==> src/rtl/resel_pkg.sv <==
package resel_pkg;

  typedef enum logic [2:0] {
    ST_IDLE,
    ST_ARB,
    ST_SETUP,
    ST_SETTLE,
    ST_RESP,
    ST_HOLD,
    ST_CONN
  } resel_state_t;

endpackage

==> src/rtl/resel_counter.sv <==
module resel_counter #(
  parameter int CW = 4
) (
  input  logic          clk,
  input  logic          rst,
  input  logic          load,
  input  logic [CW-1:0] load_val,
  output logic          zero
);

  logic [CW-1:0] cnt_q;

  always_ff @(posedge clk) begin
    if (rst) begin
      cnt_q <= '0;
    end else if (load) begin
      cnt_q <= load_val;
    end else if (cnt_q != '0) begin
      cnt_q <= cnt_q - 1'b1;
    end
  end

  assign zero = (cnt_q == '0);

endmodule

==> src/rtl/resel_byte_gen.sv <==
module resel_byte_gen #(
  parameter int IDW = 3
) (
  input  logic [IDW-1:0]        own_id,
  input  logic [IDW-1:0]        peer_id,
  output logic [(1<<IDW)-1:0]   id_byte,
  output logic                  id_par
);

  localparam int DBW = 1 << IDW;

  for (genvar i = 0; i < DBW; i++) begin : g_bit
    assign id_byte[i] = (own_id == IDW'(i)) || (peer_id == IDW'(i));
  end

  // odd parity: the parity line makes the total count of ones odd
  assign id_par = ~(^id_byte);

endmodule

==> src/rtl/resel_fsm.sv <==
module resel_fsm
  import resel_pkg::*;
#(
  parameter int DBW        = 8,
  parameter int CW         = 4,
  parameter int DESKEW_CYC = 2,
  parameter int SETTLE_CYC = 3,
  parameter int CLEAR_CYC  = 2,
  parameter int TIMEOUT_CYC = 6
) (
  input  logic           clk,
  input  logic           rst,
  input  logic           start_i,
  input  logic           relinquish_i,
  input  logic           bsy_sense_i,
  input  logic           cnt_zero,
  input  logic [DBW-1:0] byte_in,
  input  logic           par_in,
  output logic           cnt_load,
  output logic [CW-1:0]  cnt_val,
  output logic           bsy_o,
  output logic           sel_o,
  output logic           io_o,
  output logic [DBW-1:0] db_o,
  output logic           dbp_o,
  output logic           done_o,
  output logic           timeout_o
);

  localparam logic [CW-1:0] ARB_LEN   = CW'(CLEAR_CYC + SETTLE_CYC - 1);
  localparam logic [CW-1:0] SKEW_LEN  = CW'(2 * DESKEW_CYC - 1);
  localparam logic [CW-1:0] SETL_LEN  = CW'(SETTLE_CYC - 1);
  localparam logic [CW-1:0] RESP_LEN  = CW'(TIMEOUT_CYC - 1);

  resel_state_t  state_q;
  logic [DBW-1:0] byte_q;
  logic           par_q;

  // counter reload on every timed state entry
  always_comb begin
    cnt_load = 1'b0;
    cnt_val  = '0;
    unique case (state_q)
      ST_IDLE:   if (start_i)     begin cnt_load = 1'b1; cnt_val = ARB_LEN;  end
      ST_ARB:    if (cnt_zero)    begin cnt_load = 1'b1; cnt_val = SKEW_LEN; end
      ST_SETUP:  if (cnt_zero)    begin cnt_load = 1'b1; cnt_val = SETL_LEN; end
      ST_SETTLE: if (cnt_zero)    begin cnt_load = 1'b1; cnt_val = RESP_LEN; end
      ST_RESP:   if (bsy_sense_i) begin cnt_load = 1'b1; cnt_val = SKEW_LEN; end
      default: ;
    endcase
  end

  always_ff @(posedge clk) begin
    if (rst) begin
      state_q   <= ST_IDLE;
      byte_q    <= '0;
      par_q     <= 1'b0;
      bsy_o     <= 1'b0;
      sel_o     <= 1'b0;
      io_o      <= 1'b0;
      db_o      <= '0;
      dbp_o     <= 1'b0;
      done_o    <= 1'b0;
      timeout_o <= 1'b0;
    end else begin
      done_o    <= 1'b0;
      timeout_o <= 1'b0;
      unique case (state_q)
        ST_IDLE: begin
          if (start_i) begin
            state_q <= ST_ARB;
            bsy_o   <= 1'b1;
            sel_o   <= 1'b1;
            byte_q  <= byte_in;
            par_q   <= par_in;
          end
        end
        ST_ARB: begin
          if (cnt_zero) begin
            state_q <= ST_SETUP;
            io_o    <= 1'b1;
            db_o    <= byte_q;
            dbp_o   <= par_q;
          end
        end
        ST_SETUP: begin
          if (cnt_zero) begin
            state_q <= ST_SETTLE;
            bsy_o   <= 1'b0;
          end
        end
        ST_SETTLE: begin
          if (cnt_zero) state_q <= ST_RESP;
        end
        ST_RESP: begin
          if (bsy_sense_i) begin
            state_q <= ST_HOLD;
            bsy_o   <= 1'b1;
          end else if (cnt_zero) begin
            state_q   <= ST_IDLE;
            sel_o     <= 1'b0;
            io_o      <= 1'b0;
            db_o      <= '0;
            dbp_o     <= 1'b0;
            timeout_o <= 1'b1;
          end
        end
        ST_HOLD: begin
          if (cnt_zero) begin
            state_q <= ST_CONN;
            sel_o   <= 1'b0;
            done_o  <= 1'b1;
          end
        end
        ST_CONN: begin
          if (relinquish_i) begin
            state_q <= ST_IDLE;
            bsy_o   <= 1'b0;
            io_o    <= 1'b0;
            db_o    <= '0;
            dbp_o   <= 1'b0;
          end
        end
        default: state_q <= ST_IDLE;
      endcase
    end
  end

endmodule

==> src/rtl/resel_target_seq.sv <==
module resel_target_seq #(
  parameter int IDW         = 3,
  parameter int DESKEW_CYC  = 2,
  parameter int SETTLE_CYC  = 3,
  parameter int CLEAR_CYC   = 2,
  parameter int TIMEOUT_CYC = 6
) (
  input  logic                 clk,
  input  logic                 rst,
  input  logic                 start_i,
  input  logic                 relinquish_i,
  input  logic [IDW-1:0]       own_id_i,
  input  logic [IDW-1:0]       init_id_i,
  input  logic                 bsy_sense_i,
  output logic                 bsy_drv_o,
  output logic                 sel_drv_o,
  output logic                 io_drv_o,
  output logic [(1<<IDW)-1:0]  db_drv_o,
  output logic                 dbp_drv_o,
  output logic                 done_o,
  output logic                 timeout_o
);

  localparam int DBW   = 1 << IDW;
  localparam int L_ARB = CLEAR_CYC + SETTLE_CYC;
  localparam int L_SKW = 2 * DESKEW_CYC;
  localparam int M1    = (L_ARB > L_SKW) ? L_ARB : L_SKW;
  localparam int M2    = (SETTLE_CYC > TIMEOUT_CYC) ? SETTLE_CYC : TIMEOUT_CYC;
  localparam int MAXV  = (M1 > M2) ? M1 : M2;
  localparam int CW    = $clog2(MAXV + 1);

  logic [DBW-1:0] id_byte;
  logic           id_par;
  logic           cnt_load;
  logic [CW-1:0]  cnt_val;
  logic           cnt_zero;

  resel_byte_gen #(.IDW(IDW)) u_byte (
    .own_id  (own_id_i),
    .peer_id (init_id_i),
    .id_byte (id_byte),
    .id_par  (id_par)
  );

  resel_counter #(.CW(CW)) u_cnt (
    .clk      (clk),
    .rst      (rst),
    .load     (cnt_load),
    .load_val (cnt_val),
    .zero     (cnt_zero)
  );

  resel_fsm #(
    .DBW         (DBW),
    .CW          (CW),
    .DESKEW_CYC  (DESKEW_CYC),
    .SETTLE_CYC  (SETTLE_CYC),
    .CLEAR_CYC   (CLEAR_CYC),
    .TIMEOUT_CYC (TIMEOUT_CYC)
  ) u_fsm (
    .clk          (clk),
    .rst          (rst),
    .start_i      (start_i),
    .relinquish_i (relinquish_i),
    .bsy_sense_i  (bsy_sense_i),
    .cnt_zero     (cnt_zero),
    .byte_in      (id_byte),
    .par_in       (id_par),
    .cnt_load     (cnt_load),
    .cnt_val      (cnt_val),
    .bsy_o        (bsy_drv_o),
    .sel_o        (sel_drv_o),
    .io_o         (io_drv_o),
    .db_o         (db_drv_o),
    .dbp_o        (dbp_drv_o),
    .done_o       (done_o),
    .timeout_o    (timeout_o)
  );

endmodule

==> config.mk <==
export PLATFORM = sky130hd
export DESIGN_NAME = resel_target_seq
export DESIGN_NICKNAME = d
export VERILOG_FILES = /design/src/rtl/resel_pkg.sv /design/src/rtl/resel_counter.sv /design/src/rtl/resel_byte_gen.sv /design/src/rtl/resel_fsm.sv /design/src/rtl/resel_target_seq.sv
export SDC_FILE = /design/constraint.sdc
export NUM_CORES = 1
export LEC_CHECK = 0
export BUFFER_PORTS_ARGS = -buffer_cell sky130_fd_sc_hd__buf_2
export CORE_AREA = 2 2 65 55
export CTS_CLUSTER_SIZE = 25
export DETAILED_ROUTE_END_ITERATION = 12
export DIE_AREA = 0 0 67 57
export GPL_ROUTABILITY_DRIVEN = 0
export MAX_ROUTING_LAYER = met4
export PLACE_DENSITY_LB_ADDON = 0.05
export SLEW_MARGIN = 20
export SYNTH_ARGS = -nofsm -noshare
export SYNTH_HDL_FRONTEND = slang
export SYNTH_SLANG_ARGS = --single-unit
==> constraint.sdc <==
create_clock -name clk -period 1.7 [get_ports clk]
set_input_delay 0.085 -clock clk [delete_from_list [all_inputs] [get_ports clk]]
set_output_delay 0.085 -clock clk [all_outputs]
set_load 0.02 [all_outputs]
Yosys cells after proc, flatten, opt, wreduce, memory -nomap -nowiden
Cells that the tools add are included.
Widths: inputs -> output; s select.
{ "classes": {"eq_ne": 30, "bitwise_logic": 3, "n_reduce_logical": 26, "addsub": 1, "muxes": 39} }
{ "op_table": {"columns": ["operator", "n"], "rows": [
  ["$mux 3", 12],
  ["$eq 3x3->1 const B", 11],
  ["$mux 8", 4],
  ["$pmux 8 s3", 1],
  ["$pmux 3 s7", 1],
  ["$eq 3x2->1 const B", 6],
  ["$ne 2x2->1 const B", 9],
  ["$pmux 3 s5", 1],
  ["$logic_not 3->1", 4],
  ["$mux 1", 12],
  ["$pmux 1 s3", 4],
  ["$reduce_and 5->1", 2],
  ["$eq 3x1->1 const B", 3],
  ["$reduce_bool 3->1", 3],
  ["$logic_or 1x1->1", 8],
  ["$reduce_xor 8->1", 1],
  ["$reduce_and 7->1", 1],
  ["$mux 2", 3],
  ["$reduce_or 3->1", 2],
  ["$pmux 1 s4", 1],
  ["$reduce_bool 4->1", 1],
  ["$ne 3x3->1 const B", 1],
  ["$not 1->1", 3],
  ["$reduce_and 3->1", 1],
  ["4 further kinds", 4]
]} }
{ "word_totals": {"ff_bits": 29, "in_bits": 11} }

Longest topological paths before layout
{ "logic_depth": {"word_depth": 4, "depth_mapped": 7, "depth_no_buf": 6} }

Hierarchy
From an unflattened synthesis, not the netlist that was laid out.
{ "hier_totals": {"hier_cells": 172, "hier_area_um2": 1562.7} }
{ "by_module_without_submodules": {"columns": ["module", "area_per_inst_um2", "n_inst", "cells_per_inst", "seq_area_each_um2"], "rows": [
  ["resel_fsm", 1212.4, 1, 127, 520.5],
  ["resel_counter", 206.4, 1, 22, 60.1],
  ["resel_byte_gen", 143.9, 1, 23, 0.0]
]} }

Worst setup path after synthesis
No wires, ideal clock.
{ "synth_path": {"path_type": "register to register", "start": "register u_cnt.cnt_q[0]", "end": "register u_fsm.db_o[0]", "setup_slack_ns": 0.288, "setup_ns": 0.060, "stages_incl_launch_ff": 7, "synth_period_minus_slack_ns": 1.412, "arrival_time_ns": 1.351, "n_path_buf": 1, "path_cell_list": "dfxtp_1 inv_1 ha_1 nand2b_1 buf_2 nor4_4 a22o_1"} }
{ "synth_via": {"elab_chain_cells": 3} }
{ "synth_rtl": {"columns": ["element", "line_no", "rtl"], "rows": [
  ["from (decl)", "resel_counter.sv:11", "logic [CW-1:0] cnt_q;"],
  ["from (signal assigned)", "resel_counter.sv:17", "cnt_q <= load_val;"],
  ["from (signal assigned)", "resel_counter.sv:19", "cnt_q <= cnt_q - 1'b1;"],
  ["$logic_not 3->1 *", "resel_counter.sv:23", "assign zero = (cnt_q == '0);"],
  ["$ne 2x2->1 (no source line)", null, null],
  ["$reduce_and 5->1 (no source line) *", null, null],
  ["to (signal assigned)", "resel_fsm.sv:82", "db_o <= byte_q;"],
  ["to (decl)", "resel_fsm.sv:24", "output logic [DBW-1:0] db_o,"]
]} }
Mark *: on every way between the ends. The rest lies on a longest branch, timed or not.
A chain may end at the register's enable or synchronous reset.

Final worst setup path
{ "layout_path": {"start": "register u_fsm.state_q[2]", "end": "register u_cnt.cnt_q[2]"} }
{ "layout_via": {"elab_chain_cells": 4} }
{ "layout_rtl": {"columns": ["element", "line_no", "rtl"], "rows": [
  ["from (decl)", "resel_fsm.sv:35", "resel_state_t state_q;"],
  ["from (signal assigned)", "resel_fsm.sv:55", "state_q <= ST_IDLE;"],
  ["from (signal assigned)", "resel_fsm.sv:71", "state_q <= ST_ARB;"],
  ["from (signal assigned)", "resel_fsm.sv:80", "state_q <= ST_SETUP;"],
  ["$eq 3x1->1 / $eq 3x2->1 (equally long branches)", "resel_fsm.sv:43", "unique case (state_q)"],
  ["$reduce_or 3->1 (no source line)", null, null],
  ["$pmux 1 s3", "resel_fsm.sv:43", null],
  ["$mux 3 / $reduce_bool 2->1 (equally long branches)", null, null]
]} }
Several ways; a longest one is shown, not always the timed one.

==> out/qor.yml <==
logic_synthesis:
  yosys.area.top_type: "sky130_fd_sc_hd__dfxtp_1"
  synthMostInstantiatedCell: "sky130_fd_sc_hd__dfxtp_1"
  synth-seq-area-share_pct: 38.5
  synth_edf_count: 0
  synth-async-reset-ratio_pct: 0
  most_used_standard_cells_in_the_synthesized_netlist: "sky130_fd_sc_hd__dfxtp_1, sky130_fd_sc_hd__nor2_1, sky130_fd_sc_hd__a21oi_1"
  synth.distinct_cells: 47
  yosys-top-cells-area: "sky130_fd_sc_hd__dfxtp_1, sky130_fd_sc_hd__a22o_1, sky130_fd_sc_hd__nor2_1"
  synth-main-ff-cell: "sky130_fd_sc_hd__dfxtp_1"
  synth.top_cell.area_share_pct: 38.5
  flip_flop_and_latch_count_after_synthesis: 29
  net_count_synth: 174
  post_synth_inst_count: 161
  synth.cell_area_sq_um: 1510
  mean_area_per_synthesized_cell_sq_um: 9.36
  yosys_warnings: 0
clocking:
  cts.htree.levels: 2
  clock-root-buffer: "sky130_fd_sc_hd__clkbuf_8"
  cts.sinks: 29
  tritoncts: "built"
  cts_hold_buffers: 0
  clock_path_buffers: 2
  clock_latency_ps: 280
  cts_inserted_buffers: 5
  cts.clk_slew.worst_paths_ps: 60
sta:
  skew_ps: 4.97
  tightest_slew_ps: 490
  timing.final.max_slew_violations: 0
  final.min_clock_period_ps: 1530
  max_clock_freq_mhz: 652
  hold-worst-slack_ps: 172
  worst_slew_margin_rel_pct: 67.3
  setup_viol: 0
  setup_tns_ps: 0
  timing.final.crit_share_pct: 90.2
  final-hold-violation-count: 0
  rsz_0062_raised_after_global_routing: "no"
  finalWorstSetupSlack_ps: 166
setup_path:
  cp-start-kind: "flop"
  cp.buffers_inverters: 0
  critical-path-max-stage-delay_ps: 540
  worst_ep_arrival_time_ps: 1720
  crit_path_top_delay_cell: "sky130_fd_sc_hd__dfxtp_1"
  timing.critical_path.max_delay_family: "multiplexers"
  crit_path_cell_trace: "mux2_2, mux2i_4, a21oi_1, a211oi_1"
  worst_setup_path_end_kind: "flop"
  worst_ep_required_time_ps: 1890
  crit_type: "flop to flop"
  worstPathMaxFanout: 9
die:
  floorplan.die_area_sq_um: 3820
  floorplan.initialDensity_pct: 46.6
  design.portCount: 25
  die_h_microns: 57
  rows: 19
  dieWidth_microns: 67
  core_area_sq_um: 3230
finish:
  finalNetCount: 199
  finalInstanceArea_sq_um: 1760
  layout-drive-gt1-share_pct: 30.5
  diodes: 0
  synthToLayoutAreaGrowth_pct: 16.9
drt:
  drc: 0
  detail_route.iter0.violations: 79
  route.final.wire_length_microns: 3340
  total_via_count_in_the_routed_design: 1262
  route.detailed.vias_per_inst: 5.51
  route.detailed.wl_per_inst_microns: 14.6
  drt_pre_antenna_iters: 4
  drtAntennaViolNets: 0
grt:
  grt_overflow: 0
  grt_first_pass_wirelength_microns: 5580
  grt_start_max_net_pins: 20
  grtUsageTotal_pct: 20.1
  first_global_vias: 1150
  number_of_antenna_violations_at_the_first_check_in_global_routing: 0
power_and_ir_drop:
  worst_ir_drop_vdd_mv: 0.881
  power_density_nw_per_um2: 1490
  power.leakage_nw: 0.720
flow_run:
  drv.max_cap_violation_count: 0
placement:
  dp.final_hpwl_microns: 2450
  buffer_ports.inserted: 24
  dpl_worst_slack_ps: 110
  placedInstanceArea_sq_um: 1670
min_path:
  min-delay-path-class: "primary input to flop"
status:
  run_status: "finished, final reports clean"
-- worst min-delay path: cells and delay by family --
| family | cells | cell delay, ps |
|---|---|---|
| AO/OA/AOI/OAI | 1 | 90 |
| buffers and inverters | 1 | 130 |
| AND/OR/NAND/NOR | 1 | 90 |
-- path summary, 6_finish.rpt --
kind | start | endpoint | slack [ps] | cells after the start
max | u_fsm.state_q[2] | u_cnt.cnt_q[2] | 170 | 4
min reg2reg | u_fsm.byte_q[4] | u_fsm.db_o[4] | 470 | 1
min | bsy_sense_i | u_fsm.sel_o | 170 | 3
max reg2reg | u_fsm.state_q[2] | u_cnt.cnt_q[2] | 170 | 4
-- per-layer routing --
layer	wire length [microns]	up-vias	track usage (%)
li1	-	638	-
met1	1710	578	29.6
met2	1380	41	25.6
met3	211	5	5.52
met4	40	0	7.87
met5	0	-	-
-- layout by cell type (no fill, tap or decap), types with 3 or more instances in the layout --
| cell type | count |
|---|---|
| sky130_fd_sc_hd__buf_4 | 8 |
| sky130_fd_sc_hd__nor2_1 | 20 |
| sky130_fd_sc_hd__a22o_1 | 9 |
| sky130_fd_sc_hd__clkbuf_8 | 5 |
| sky130_fd_sc_hd__mux2i_1 | 3 |
| sky130_fd_sc_hd__dfxtp_1 | 28 |
| sky130_fd_sc_hd__a211oi_1 | 9 |
| sky130_fd_sc_hd__buf_2 | 24 |
| sky130_fd_sc_hd__a21oi_1 | 10 |
| sky130_fd_sc_hd__nor3_1 | 3 |
| sky130_fd_sc_hd__a311oi_1 | 4 |
| sky130_fd_sc_hd__nand3_1 | 3 |
| sky130_fd_sc_hd__xor2_1 | 4 |
| sky130_fd_sc_hd__nor3b_1 | 3 |
| sky130_fd_sc_hd__nand3b_1 | 5 |
| sky130_fd_sc_hd__nand2_1 | 6 |
| sky130_fd_sc_hd__inv_1 | 3 |
-- through the flow --
step / cells / utilization, % / total power [W]
5_1_grt: 229 / 54.5 / 0.00281
4_1_cts: 229 / 54.3 / 0.00262
3_5_place_dp: 221 / 51.7 / 0.00206
3_3_place_gp: 221 / 51.7 / 0.00204
6_report: 229 / 54.5 / 0.00262
2_1_floorplan: 161 / - / 0.00180
-- final cells by class --
| type | instances | area, sq um |
|---|---|---|
| Fill cell | 319 | 1470 |
| Multi-Input combinational cell | 112 | 823 |
| Sequential cell | 29 | 582 |
| Timing Repair Buffer | 33 | 200 |
| Clock buffer | 5 | 68.8 |
| Tap cell | 42 | 52.6 |
| Inverter | 5 | 18.8 |
| Clock inverter | 3 | 17.5 |
-- what timing repair did --
action | in CTS | in global routing
buffers inserted | 0 | 0
setup endpoints to repair | 0 | 10
resized for setup | 0 | 2
-- flip-flops by register name (all words and copies together), names as in the netlist, 3 cells and up --
register / flops
u_fsm.byte_q: 8
u_fsm.db_o: 8
u_cnt.cnt_q: 3
u_fsm.state_q: 3
-- where the power goes --
| part | internal, W | total, W | leakage [nW] | switching, W |
|---|---|---|---|---|
| Clock | 0.000281 | 0.000541 | 0.0439 | 0.000259 |
| Sequential | 0.000822 | 0.000962 | 0.238 | 0.000140 |
| Combinational | 0.000497 | 0.00112 | 0.438 | 0.000619 |
-- kinds of logic after synthesis --
kind of cell | Yosys count | synth area share, %
fa+ha+maj | 2 | 1.66
flops | 29 | 38.5
simple gates | 53 | 21.0
buf+inv | 20 | 7.22
compound gates | 46 | 23.5
mux | 6 | 5.23
xor+xnor | 5 | 2.90
(Power assumes the default switching activity.)
